## config.mk

```make
export PLATFORM = sky130hd
export DESIGN_NAME = smc_mult
export DESIGN_NICKNAME = d
export VERILOG_FILES = /design/src/rtl/smc_pkg.sv /design/src/rtl/smc_part_mul.sv /design/src/rtl/smc_comb_unequal.sv /design/src/rtl/smc_comb_equal.sv /design/src/rtl/smc_mult.sv
export SDC_FILE = /design/constraint.sdc
export NUM_CORES = 2
export LEC_CHECK = 0
export BUFFER_PORTS_ARGS = -buffer_cell sky130_fd_sc_hd__buf_4
export CAP_MARGIN = 10
export CORE_UTILIZATION = 65
export DETAILED_ROUTE_END_ITERATION = 7
export GPL_ROUTABILITY_DRIVEN = 1
export GPL_TIMING_DRIVEN = 0
export PLACE_DENSITY = 0.83
export RECOVER_POWER = 100
export SYNTH_ARGS = -nofsm -noshare
export SYNTH_HDL_FRONTEND = slang
export SYNTH_SLANG_ARGS = --single-unit
export TNS_END_PERCENT = 100
```

## constraint.sdc

```tcl
create_clock -name clk -period 0.8 [get_ports clk]
set_clock_uncertainty 0.05 [all_clocks]
set_input_delay 0.08 -clock clk [delete_from_list [all_inputs] [get_ports clk]]
set_output_delay 0.08 -clock clk [all_outputs]
set_load 0.05 [all_outputs]
```

## src/rtl/smc_pkg.sv

```systemverilog
package smc_pkg;

    function automatic int smc_max(input int x, input int y);
        return (x > y) ? x : y;
    endfunction

    function automatic int smc_min(input int x, input int y);
        return (x < y) ? x : y;
    endfunction

    // split size applied to operand A after the port-swap decision
    function automatic int smc_split_a(input int b_w, input int hard_a, input int hard_b);
        return (b_w > hard_b) ? hard_b : hard_a;
    endfunction

    // split size applied to operand B after the port-swap decision
    function automatic int smc_split_b(input int b_w, input int hard_a, input int hard_b);
        return (b_w > hard_b) ? hard_a : hard_b;
    endfunction

endpackage

```

## src/rtl/smc_part_mul.sv

```systemverilog
module smc_part_mul #(
    parameter int XW = 8,
    parameter int YW = 8
) (
    input  logic [XW-1:0]    x,
    input  logic [YW-1:0]    y,
    output logic [XW+YW-1:0] p
);
    localparam int PW = XW + YW;

    always_comb begin
        p = PW'(x) * PW'(y);
    end
endmodule

```

## src/rtl/smc_comb_unequal.sv

```systemverilog
module smc_comb_unequal #(
    parameter int SA = 25,
    parameter int SB = 18,
    parameter int AH = 15,
    parameter int BH = 14
) (
    input  logic [SA+SB-1:0]       p_ll,
    input  logic [SA+BH-1:0]       p_lh,
    input  logic [AH+SB-1:0]       p_hl,
    input  logic [AH+BH-1:0]       p_hh,
    output logic [SA+SB+AH+BH-1:0] full
);
    import smc_pkg::*;

    localparam int FW  = SA + SB + AH + BH;
    localparam int X1W = AH + SB + SA + 1;
    localparam int X2W = SA + BH + SB + 1;
    localparam int CW  = smc_max(X1W, X2W);

    logic [CW-1:0] cross_a, cross_b, cross_sum;
    logic [FW-1:0] edge_hi, edge_lo, edge_sum;

    // cross-product adder, one spare bit keeps its carry
    always_comb begin
        cross_a   = CW'(p_hl) << SA;
        cross_b   = CW'(p_lh) << SB;
        cross_sum = cross_a + cross_b;
    end

    // disjoint ranges: this sum never carries
    always_comb begin
        edge_hi  = FW'(p_hh) << (SA + SB);
        edge_lo  = FW'(p_ll);
        edge_sum = edge_hi + edge_lo;
    end

    // final adder, anything above FW bits drops off
    always_comb begin
        full = FW'(cross_sum) + edge_sum;
    end
endmodule

```

## src/rtl/smc_comb_equal.sv

```systemverilog
module smc_comb_equal #(
    parameter int S  = 16,
    parameter int AH = 8,
    parameter int BH = 4
) (
    input  logic [2*S-1:0]        p_ll,
    input  logic [S+BH-1:0]       p_lh,
    input  logic [AH+S-1:0]       p_hl,
    input  logic [AH+BH-1:0]      p_hh,
    output logic [2*S+AH+BH-1:0]  full
);
    import smc_pkg::*;

    localparam int FW = 2*S + AH + BH;
    localparam int UW = FW - S;
    localparam int XW = smc_max(AH + S, S + BH) + 1;

    logic [XW-1:0] cross_sum;
    logic [UW-1:0] upper_cat, upper_sum;

    always_comb begin
        cross_sum = XW'(p_hl) + XW'(p_lh);
        upper_cat = {p_hh, p_ll[2*S-1:S]};
        upper_sum = UW'(cross_sum) + upper_cat;
        full      = {upper_sum, p_ll[S-1:0]};
    end
endmodule

```

## src/rtl/smc_mult.sv

```systemverilog
module smc_mult #(
    parameter int A_W     = 40,
    parameter int B_W     = 32,
    parameter int HARD_A  = 18,
    parameter int HARD_B  = 25,
    parameter int P_W     = A_W + B_W,
    parameter bit REG_OUT = 1'b1
) (
    input  logic           clk,
    input  logic           rst_n,
    input  logic [A_W-1:0] op_a,
    input  logic [B_W-1:0] op_b,
    output logic [P_W-1:0] prod
);
    import smc_pkg::*;

    localparam int SA = smc_split_a(B_W, HARD_A, HARD_B);
    localparam int SB = smc_split_b(B_W, HARD_A, HARD_B);
    localparam int AH = A_W - SA;
    localparam int BH = B_W - SB;
    localparam int FW = A_W + B_W;

    logic [SA-1:0] a_lo;
    logic [AH-1:0] a_hi;
    logic [SB-1:0] b_lo;
    logic [BH-1:0] b_hi;

    always_comb begin
        a_lo = op_a[SA-1:0];
        a_hi = op_a[A_W-1:SA];
        b_lo = op_b[SB-1:0];
        b_hi = op_b[B_W-1:SB];
    end

    logic [SA+SB-1:0] p_ll;
    logic [SA+BH-1:0] p_lh;
    logic [AH+SB-1:0] p_hl;
    logic [AH+BH-1:0] p_hh;

    smc_part_mul #(.XW(SA), .YW(SB)) u_mul_ll (.x(a_lo), .y(b_lo), .p(p_ll));
    smc_part_mul #(.XW(SA), .YW(BH)) u_mul_lh (.x(a_lo), .y(b_hi), .p(p_lh));
    smc_part_mul #(.XW(AH), .YW(SB)) u_mul_hl (.x(a_hi), .y(b_lo), .p(p_hl));
    smc_part_mul #(.XW(AH), .YW(BH)) u_mul_hh (.x(a_hi), .y(b_hi), .p(p_hh));

    logic [FW-1:0]  full;
    logic [P_W-1:0] prod_c;

    generate
        if (SA == SB) begin : g_equal
            smc_comb_equal #(.S(SA), .AH(AH), .BH(BH)) u_comb (
                .p_ll(p_ll), .p_lh(p_lh), .p_hl(p_hl), .p_hh(p_hh), .full(full)
            );
        end else begin : g_unequal
            smc_comb_unequal #(.SA(SA), .SB(SB), .AH(AH), .BH(BH)) u_comb (
                .p_ll(p_ll), .p_lh(p_lh), .p_hl(p_hl), .p_hh(p_hh), .full(full)
            );
        end
    endgenerate

    always_comb begin
        prod_c = full[P_W-1:0];
    end

    generate
        if (REG_OUT) begin : g_reg
            logic [P_W-1:0] prod_q;
            always_ff @(posedge clk or negedge rst_n) begin
                if (!rst_n) prod_q <= '0;
                else        prod_q <= prod_c;
            end
            assign prod = prod_q;
        end else begin : g_comb
            assign prod = prod_c;
        end
    endgenerate
endmodule

```

==> flow_summary_export.csv <==
group,metric,value,unit
finish,largest_reg_flops,72,
sta,finalCritPeriodShare,12.8,
status,violations,"negative hold slack, negative setup slack",
setup_path,path_common_cell,"fa_1",
drt,dr.first_iter.drc_count,4190,
sta,worst_slew_pin_slew,1.18,ns
synthesis,synth.top_cell.area_share,0.454,
clock_network,cts_tree,"yes",
setup_path,critPathMaxStageDelay,0.68,ns
synthesis,yosysWarnings,0,
drt,post_drt_wl_per_cell,26.7,µm
drt,postRouteAntennaNets,0,
clock_network,h-tree-depth,3,
synthesis,yosys.cell_types.count,87,
global_routing,grt_usage,0.482,
global_routing,grt_max_degree,73,
floorplanning,core,70500,µm²
setup_path,cp_max_fo,6,
synthesis,synth-seq-cells,72,
floorplanning,io_pins,146,
synthesis,synth_top_area_cell,"fa_1",
finish,final_area,54100,µm²
synthesis,yosys-top-cells-count,"1218 x inv_1, 1059 x fa_1, 850 x nand2_1",
synthesis,synth_edf_count,0,
clock_network,clkTransAtPathRegs,0.09,ns
global_routing,grt_pass1_vias,41300,
finish,drive_gt1_frac,0.146,
clock_network,cts_hold_buf,1,
sta,timing.final.hold_violations,72,
drt,firstDrtPassIters,6,
global_routing,overflow,0,
clock_network,cts_root_buffer,"clkbuf_16",
setup_path,critPathKind,"in2reg",
setup_path,worstSetupEndpointType,"register",
sta,max_slew_margin,0.213,
finish,regArea,1800,µm²
drt,viasPerCell,6.18,
drt,drc_errors,0,
setup_path,critPathBufInv,12,
sta,holdWs,-0.235,ns
synthesis,ys.flop_type,"dfrtp_1",
synthesis,synth_cells,5304,
floorplanning,initial_core_util,0.662,
synthesis,syn_area,46700,µm²
global_routing,grt_pass1_wl,254,mm
floorplanning,die_width,270,µm
worst_hold_path,hold_class,"in2async",
clock_network,clock_path_buffers,2,
floorplanning,dieHeight,270,µm
synthesis,async_reset_ff_frac,1.00,
finish,multiInputGateArea,41600,µm²
synthesis,ys_seq_area_frac,0.0386,
synthesis,syn-num-nets,6930,
sta,fin_ws,-9.45,ns
synthesis,synth_most_common_cell,"inv_1",
setup_path,arrival,10.48,ns
drt,wirelength,174,mm
synthesis,syn_area_per_cell,8.81,µm²
place,place.gp.congestion,1.06,
synthesis,synthTopCellsByArea,"fa_1 45%, ha_1 13%, inv_1 9.8%",
sta,fmax,0.0975,GHz
place,io_buffers,113,
flow_run,cap_violations,0,
sta,final-setup-viol-count,142,
finish,fin_nets,7162,
finish,fillers,4824,
clock_network,cts_sinks,72,
clock_network,numCtsBuffers,9,
place,dp_hpwl,136,mm
sta,final_max_slew_viol_count,0,
sta,min_period,10.25,ns
status,status,"finished with violations",
global_routing,antenna_found_initial,26,
drt,via_count,40200,
floorplanning,die-area,72900,µm²
finish,synthToLayoutAreaGrowth,15.8,%
setup_path,start_kind,"input port",
setup_path,crit_family,"adder cells",
sta,rsz0062_at_grt,"yes",
floorplanning,rows,97,
place,dp_slack,-11.42,ns
place,place_area,50300,µm²
setup_path,cp_slowest_cell,"a2111oi_4",
setup_path,required,1.03,ns
## metrics by stage
step	util	cells	hold WS [ns]	setup TNS, ns
floorplan	-	5304	-0.266	-444.15
global placement	0.713	6357	0.263	-571.75
detailed placement	0.713	6357	0.291	-578.53
CTS	0.749	6436	-0.163	-492.88
global route	0.766	6481	-0.0928	-517.82
finish	0.767	6501	-0.235	-503.10
## layout by cell type (no fill, tap or decap), drive strengths merged, types with 7 or more instances in the layout
cell and count:
o211ai 11, diode 20, nor2b 18, o21a 25, a211oi 14, nand4 17
inv 1219, buf 258, a21o 63, nand3 29, ha 493, nor2 83
clkbuf 248, and2 524, o21bai 24, xnor2 82, a21boi 7, fa 1059
nand2 851, o31ai 7, a31oi 16, nor3 22, o21ai 71, xor2 62
a21oi 140, and3 17, nand2b 12, dfrtp 72
## what timing repair did
item                                   4_1_cts  5_1_grt
pin swaps                                  136      131
gates resized for setup                    427      242
buffers inserted                            66       52
endpoints found under the hold margin       73       67
setup endpoints to repair                  142      200
## final timing paths
path | depth (start not counted) | from | endpoint | slack [ns]
worst max-delay path | 41 | op_a[5] | prod[66]$_DFF_PN0_ | -9.45
max in group asynchronous | 1 | rst_n | prod[70]$_DFF_PN0_ | 0.18
worst min-delay path | 1 | rst_n | prod[20]$_DFF_PN0_ | -0.23
min in group clk | 3 | op_b[1] | prod[1]$_DFF_PN0_ | 0.12
## metal layers
metal  track usage  up-vias  routed length (µm)
li1              -    16200                   -
met5             0        -                  37
met3         0.176     1001               24300
met2         0.713     3050               74800
met4         0.403        6               18600
met1         0.561    19900               56000
## kinds of logic (layout without fill, tap and decap cells)
logic type,count (synthesis),count (layout),share of synthesized area
DFF,72,72,0.0386
other,0,20,0
xor gates and xnor gates,144,144,0.0270
buffers and inverters,1494,1731,0.120
adders and majority gates,1552,1552,0.586
muxes,1,1,0.000295
AOI/OAI and AO/OA,431,431,0.0612
and+or+nand+nor,1610,1610,0.166
## area by class of cell
class | instances | share of cell area
Antenna cell | 20 | 0.000926
Buffer | 268 | 0.0431
Clock buffer | 10 | 0.00423
Clock inverter | 6 | 0.000810
Inverter | 1218 | 0.0846
Multi-Input combinational cell | 3738 | 0.769
Sequential cell | 72 | 0.0333
Tap cell | 940 | 0.0218
Timing Repair Buffer | 229 | 0.0423
Power is not shown: default switching activity piles up to over one toggle a cycle in this logic, so the estimate is an artifact.
